## src/rtl/lpm_pkg.sv

```systemverilog
package lpm_pkg;
  typedef enum logic [1:0] {
    ST_RUN  = 2'd0,
    ST_IDLE = 2'd1,
    ST_PD   = 2'd2,
    ST_OSC  = 2'd3
  } lpmState_e;

  typedef enum logic [1:0] {
    REQ_NONE = 2'd0,
    REQ_IDLE = 2'd1,
    REQ_PD   = 2'd2
  } lpmReq_e;

  typedef struct packed {
    logic cntLoad;
    logic cntDec;
    logic inIdle;
    logic inPd;
    logic inOsc;
  } lpmStrobe_t;
endpackage

```

## src/rtl/lpm_ctrl_fsm.sv

```systemverilog
module lpm_ctrl_fsm
  import lpm_pkg::*;
(
  input  logic       clk,
  input  logic       rstN,
  input  logic       reqWr,
  input  logic       reqIdle,
  input  logic       reqPd,
  input  logic       instrDone,
  input  logic       irqPending,
  input  logic       wakeLine,
  input  logic       cntDone,
  output lpmStrobe_t strb
);
  lpmState_e st, stNext;
  lpmReq_e   pend, pendNext;
  logic      wakeAny;

  assign wakeAny = irqPending | wakeLine;

  always_ff @(posedge clk or negedge rstN) begin
    if (!rstN) begin
      st   <= ST_RUN;
      pend <= REQ_NONE;
    end else begin
      st   <= stNext;
      pend <= pendNext;
    end
  end

  always_comb begin
    stNext   = st;
    pendNext = pend;
    unique case (st)
      ST_RUN: begin
        if (instrDone && pend != REQ_NONE) begin
          pendNext = REQ_NONE;
          if (!wakeAny) stNext = (pend == REQ_PD) ? ST_PD : ST_IDLE;
        end
        if (reqWr) begin
          if (reqPd)        pendNext = REQ_PD;
          else if (reqIdle) pendNext = REQ_IDLE;
          else              pendNext = REQ_NONE;
        end
      end
      ST_IDLE: if (irqPending) stNext = ST_RUN;
      ST_PD:   if (wakeLine)   stNext = ST_OSC;
      ST_OSC:  if (cntDone && !wakeLine) stNext = ST_RUN;
      default: stNext = ST_RUN;
    endcase
  end

  always_comb begin
    strb.cntLoad = (st == ST_PD) && wakeLine;
    strb.cntDec  = (st == ST_OSC);
    strb.inIdle  = (st == ST_IDLE);
    strb.inPd    = (st == ST_PD) || (st == ST_OSC);
    strb.inOsc   = (st == ST_OSC);
  end


  idle_wake_chk: assert property (@(posedge clk) disable iff (!rstN)
    (st == ST_IDLE && irqPending) |=> st == ST_RUN);


  pd_hold_chk: assert property (@(posedge clk) disable iff (!rstN)
    (st == ST_PD && !wakeLine) |=> st == ST_PD);


  settle_wait_chk: assert property (@(posedge clk) disable iff (!rstN)
    (st == ST_OSC && !cntDone) |=> st == ST_OSC);


  collide_run_chk: assert property (@(posedge clk) disable iff (!rstN)
    (st == ST_RUN && instrDone && wakeAny) |=> st == ST_RUN);
endmodule

```

## src/rtl/lpm_ctrl_dp.sv

```systemverilog
module lpm_ctrl_dp
  import lpm_pkg::*;
#(
  parameter int CNT_W = 16,
  parameter int N_EXT = 2
) (
  input  logic             clk,
  input  logic             porN,
  input  logic             sysRstN,
  input  lpmStrobe_t       strb,
  input  logic [CNT_W-1:0] settleCycles,
  input  logic [N_EXT-1:0] extIrqN,
  input  logic [N_EXT-1:0] extIrqEn,
  input  logic [N_EXT-1:0] extIrqLevel,
  input  logic             extProgMem,
  input  logic             flagWr,
  input  logic             flagVal,
  output logic             wakeLine,
  output logic             cntDone,
  output logic             cpuClkEn,
  output logic             periClkEn,
  output logic             oscEn,
  output logic             busForce,
  output logic             aleLvl,
  output logic             psenLvl,
  output logic             p0Float,
  output logic             p2Addr,
  output logic             pwrOffFlag
);
  logic [N_EXT-1:0] pinWake;
  logic [CNT_W-1:0] cnt;
  logic             flagQ;

  for (genvar i = 0; i < N_EXT; i++) begin : g_pin
    assign pinWake[i] = !extIrqN[i] && extIrqEn[i] && extIrqLevel[i];
  end
  assign wakeLine = |pinWake;

  always_ff @(posedge clk or negedge sysRstN) begin
    if (!sysRstN)                    cnt <= '0;
    else if (strb.cntLoad)           cnt <= settleCycles;
    else if (strb.cntDec && cnt != 0) cnt <= cnt - 1'b1;
  end
  assign cntDone = (cnt == '0);

  always_ff @(posedge clk or negedge porN) begin
    if (!porN)       flagQ <= 1'b1;
    else if (flagWr) flagQ <= flagVal;
  end
  assign pwrOffFlag = flagQ;

  always_comb begin
    busForce  = strb.inIdle | strb.inPd;
    cpuClkEn  = !busForce;
    periClkEn = !strb.inPd;
    oscEn     = !strb.inPd || strb.inOsc;
    aleLvl    = !strb.inPd;
    psenLvl   = !strb.inPd;
    p0Float   = busForce && extProgMem;
    p2Addr    = !busForce || (strb.inIdle && extProgMem);
  end


  no_clk_without_osc_chk: assert property (@(posedge clk) disable iff (!sysRstN)
    !oscEn |-> (!cpuClkEn && !periClkEn));


  flag_stable_chk: assert property (@(posedge clk) disable iff (!porN)
    !flagWr |=> $stable(pwrOffFlag));


  osc_on_settle_chk: assert property (@(posedge clk) disable iff (!sysRstN)
    (strb.inOsc && !cntDone) |-> (oscEn && !cpuClkEn));
endmodule

```

## src/rtl/lpm_ctrl.sv

```systemverilog
module lpm_ctrl
  import lpm_pkg::*;
#(
  parameter int CNT_W = 16,
  parameter int N_EXT = 2
) (
  input  logic             clk,
  input  logic             porN,
  input  logic             rstN,
  input  logic             reqWr,
  input  logic             reqIdle,
  input  logic             reqPd,
  input  logic             instrDone,
  input  logic             irqPending,
  input  logic [N_EXT-1:0] extIrqN,
  input  logic [N_EXT-1:0] extIrqEn,
  input  logic [N_EXT-1:0] extIrqLevel,
  input  logic [CNT_W-1:0] settleCycles,
  input  logic             extProgMem,
  input  logic             flagWr,
  input  logic             flagVal,
  output logic             cpuClkEn,
  output logic             periClkEn,
  output logic             oscEn,
  output logic             busForce,
  output logic             aleLvl,
  output logic             psenLvl,
  output logic             p0Float,
  output logic             p2Addr,
  output logic             pwrOffFlag
);
  logic       sysRstN;
  logic       wakeLine;
  logic       cntDone;
  lpmStrobe_t strb;

  assign sysRstN = rstN & porN;

  lpm_ctrl_fsm u_fsm (
    .clk        (clk),
    .rstN       (sysRstN),
    .reqWr      (reqWr),
    .reqIdle    (reqIdle),
    .reqPd      (reqPd),
    .instrDone  (instrDone),
    .irqPending (irqPending),
    .wakeLine   (wakeLine),
    .cntDone    (cntDone),
    .strb       (strb)
  );

  lpm_ctrl_dp #(.CNT_W(CNT_W), .N_EXT(N_EXT)) u_dp (
    .clk          (clk),
    .porN         (porN),
    .sysRstN      (sysRstN),
    .strb         (strb),
    .settleCycles (settleCycles),
    .extIrqN      (extIrqN),
    .extIrqEn     (extIrqEn),
    .extIrqLevel  (extIrqLevel),
    .extProgMem   (extProgMem),
    .flagWr       (flagWr),
    .flagVal      (flagVal),
    .wakeLine     (wakeLine),
    .cntDone      (cntDone),
    .cpuClkEn     (cpuClkEn),
    .periClkEn    (periClkEn),
    .oscEn        (oscEn),
    .busForce     (busForce),
    .aleLvl       (aleLvl),
    .psenLvl      (psenLvl),
    .p0Float      (p0Float),
    .p2Addr       (p2Addr),
    .pwrOffFlag   (pwrOffFlag)
  );
endmodule

```

## config.mk

```make
export PLATFORM = sky130hd
export DESIGN_NAME = lpm_ctrl
export DESIGN_NICKNAME = d
export VERILOG_FILES = /design/src/rtl/lpm_pkg.sv /design/src/rtl/lpm_ctrl_fsm.sv /design/src/rtl/lpm_ctrl_dp.sv /design/src/rtl/lpm_ctrl.sv
export SDC_FILE = /design/constraint.sdc
export NUM_CORES = 1
export LEC_CHECK = 0
export ABC_AREA = 1
export BUFFER_PORTS_ARGS = -buffer_cell sky130_fd_sc_hd__clkbuf_2
export CORE_MARGIN = 2
export CORE_UTILIZATION = 40
export DETAILED_ROUTE_END_ITERATION = 16
export PLACE_DENSITY_LB_ADDON = 0.05
export SETUP_SLACK_MARGIN = 0.2
export SLEW_MARGIN = 15
export SYNTH_ARGS = -nofsm -noshare
export SYNTH_HDL_FRONTEND = slang
export SYNTH_SLANG_ARGS = --single-unit
```

## constraint.sdc

```tcl
create_clock -name clk -period 1.6 [get_ports clk]
set_clock_uncertainty 0.2 [all_clocks]
set_input_delay 0.32 -clock clk [delete_from_list [all_inputs] [get_ports clk]]
set_output_delay 0.32 -clock clk [all_outputs]
set_load 0.05 [all_outputs]
```

==> metrics.txt <==
Die Height a little under 70 um; Seq/Total Area, Yosys 0.312; nets@finish 403; grt total ovfl 0; GRT Util Overall 0.272; Slowest-stage cell, CP dfrtp_2; synthesized area 1690 um2; RSZ-0062 raised after global routing true; row count 23; Worst EP arrival approximately 1.3 ns; Critical Path Max Stage Delay around 0.43 ns; CP Cell Sequence buf_6 > nor2_4 > inv_2 > buf_8; Routed WL per cell 14.7 um; Synth Register Bits 21; FMAX 0.559 GHz; initial antenna violation count 0; diode count 0; Initial Util 0.419; Post-DP Area between 2000 and 2500 um2; hold path start settleCycles[11]; hold path endpoint u_dp.cnt[11]; Max-Cap Viols 0; H-tree depth 1; Synth top area share 0.297; final-report setup violation count 23; Post-DRT Antenna Nets 0; leakage power roughly 1.6 nW; Crit Reg-Reg Endpoint u_dp.cnt[5]; M3 GR Usage 0.0487; largest net degree at the start of global routing 21; FF-to-FF Start u_dp.cnt[1]; Syn Nets ~300; routed wire length approximately 6000 um; synth warn 0; CTS tree yes; cells on worst reg2reg path 10; cells after synthesis between 200 and 300; Final Util 0.761; violated checks setup timing; CTS buffer count 3; worst hold-check path type in2reg; crit end category output port; run status complete, but fails checks; required time of the critical path between 1 and 1.5 ns; min Tclk post-route roughly 1.8 ns; DRT iter0 DRCs 90; worst slew pin tran ~0.46 ns; DRC errors left 0; Placer Congestion slightly below 0.9; post-synthesis area per instance 6.46 um2; Yosys top cell by area dfrtp_1; Layout area overhead 81.9%; met1 track demand over resource 0.307; total power roughly 6.1 mW; die width ~69 um; layout cells sized above 1 0.527; Crit Path Max Fanout 4; GRT busiest layer met2; Die Footprint between 4000 and 5000 um2; Async S/R FF share, synth 1.00; period utilization 1.12; IO Pins 42; WHS Path Cells 3; clk sink count 21; worst reg-to-reg setup slack -0.11 ns; PortBufs a little over 40; clock buffer depth 2; via count between 2,000 and 2,500; met2 Use GR 0.512; Max IR drop VDD between 1000 and 1500 uV; vias in the first global route between 2,000 and 2,500; Cell variety after synth 27; most frequent cell after synthesis nand2_1; CTS clk-pin slew, worst paths 0.08 ns; core area roughly 4000 um2; power density cells about 2000 nW/um2; startpoint types flop; Root Driver clkbuf_8; Synth area leaders dfrtp_1, nand2_1, nand3_1, nor2_1, inv_1; kind of critical path reg2out; post-route design area roughly 3100 um2; worst skew pair latency 0.27 ns; Post-synth EDFFs 0; DR pass1 iterations 4; fin. max-slew vios 0; final setup margin -0.188 ns; max_slew headroom 0.691; top post-synthesis cells by count nand2_1, nand3_1, nor2_1, inv_1, dfrtp_1; routed vias/inst 5.06; final hold violations 0; Primary FF master, synth dfrtp_1; DP Wirelength around 3300 um; first-pass GRT wire length 9400 um
[cells by family after synthesis]
kind of cell	Yosys count	share of synthesized area
simple gates	167	0.450
buf+inv	42	0.123
compound gates	28	0.0957
flops	21	0.312
xor+xnor	1	0.00519
mux	1	0.00668
fa+ha+maj	1	0.00742
[worst max-delay path by stage]
stage | startpoint | to | slack [ns] | cells after the start
floorplan | u_fsm.st[0] | u_fsm.pend[0] | -0.21 | 5
global placement | u_dp.cnt[5] | u_dp.cnt[15] | -0.04 | 10
detailed placement | u_dp.cnt[7] | u_dp.cnt[12] | -0.04 | 8
CTS | u_fsm.st[0] | p0Float | -0.17 | 4
global route | u_fsm.st[1] | busForce | -0.23 | 4
finish | u_fsm.st[1] | busForce | -0.19 | 4
[critical path, delay by kind of cell (launching register included)]
kind	cells	cell delay, ns
DFF	1	0.43
buffers and inverters	3	0.36
and+or+nand+nor	1	0.20
[power by group]
| part | internal, mW | total (mW) | switching, mW |
|---|---|---|---|
| clock network | 0.174 | 0.370 | 0.196 |
| registers | 0.767 | 0.981 | 0.214 |
| logic | 2.24 | 4.78 | 2.54 |
[final cells by class]
class | count | area (um2)
Timing Repair Buffer | 109 | 1030
Sequential cell | 21 | 532
Inverter | 33 | 138
Multi-Input combinational cell | 201 | 1260
Clock inverter | 1 | 5.00
Fill cell | 277 | 961
Tap cell | 50 | 62.6
Clock buffer | 3 | 41.3
[sequential cells by signal (all words and copies together) (netlist names)]
signal and flops:
u_dp.pwrOffFlag 1, u_dp.cnt 16, u_fsm.pend 2, u_fsm.st 2
[what timing repair did]
action,in CTS,in global routing
cloned,5,0
pin swaps,15,26
setup endpoints to repair,28,29
hold buffers,2,0
gates resized for setup,84,40
endpoints found under the hold margin,21,0
buffers inserted,15,9
[through the flow]
| step | TNS [ns] | instances | hold slack (ns) | setup WS, ns |
|---|---|---|---|---|
| 3_3_place_gp | -0.148 | 383 | 0.0675 | -0.0418 |
| 3_5_place_dp | -0.253 | 383 | 0.0693 | -0.0367 |
| 4_1_cts | -1.06 | 409 | 0.0694 | -0.171 |
| 6_report | -2.23 | 418 | 0.0694 | -0.188 |
| 2_1_floorplan | -0.918 | 261 | -0.0278 | -0.210 |
| 5_1_grt | -3.59 | 418 | 0.0751 | -0.230 |
[cell usage in the layout (no fill, tap or decap), drive strengths merged]
cell / count
a21oi: 6
buf: 70
clkbuf: 40
clkinv: 1
clkinvlp: 1
dfrtp: 20
dfstp: 1
dlygate4sd3: 2
ha: 1
inv: 32
mux2: 1
nand2: 89
nand3: 35
nand4: 1
nor2: 38
o21a: 1
o21ai: 21
or2: 7
xor2: 1
[layer usage]
layer / vias to the layer above / share of wire
li1: 1043 / -
met1: 1004 / 0.40
met2: 56 / 0.54
met3: 13 / 0.038
met4: 0 / 0.017
met5: - / 0
Power figures use the tool's default switching activity.
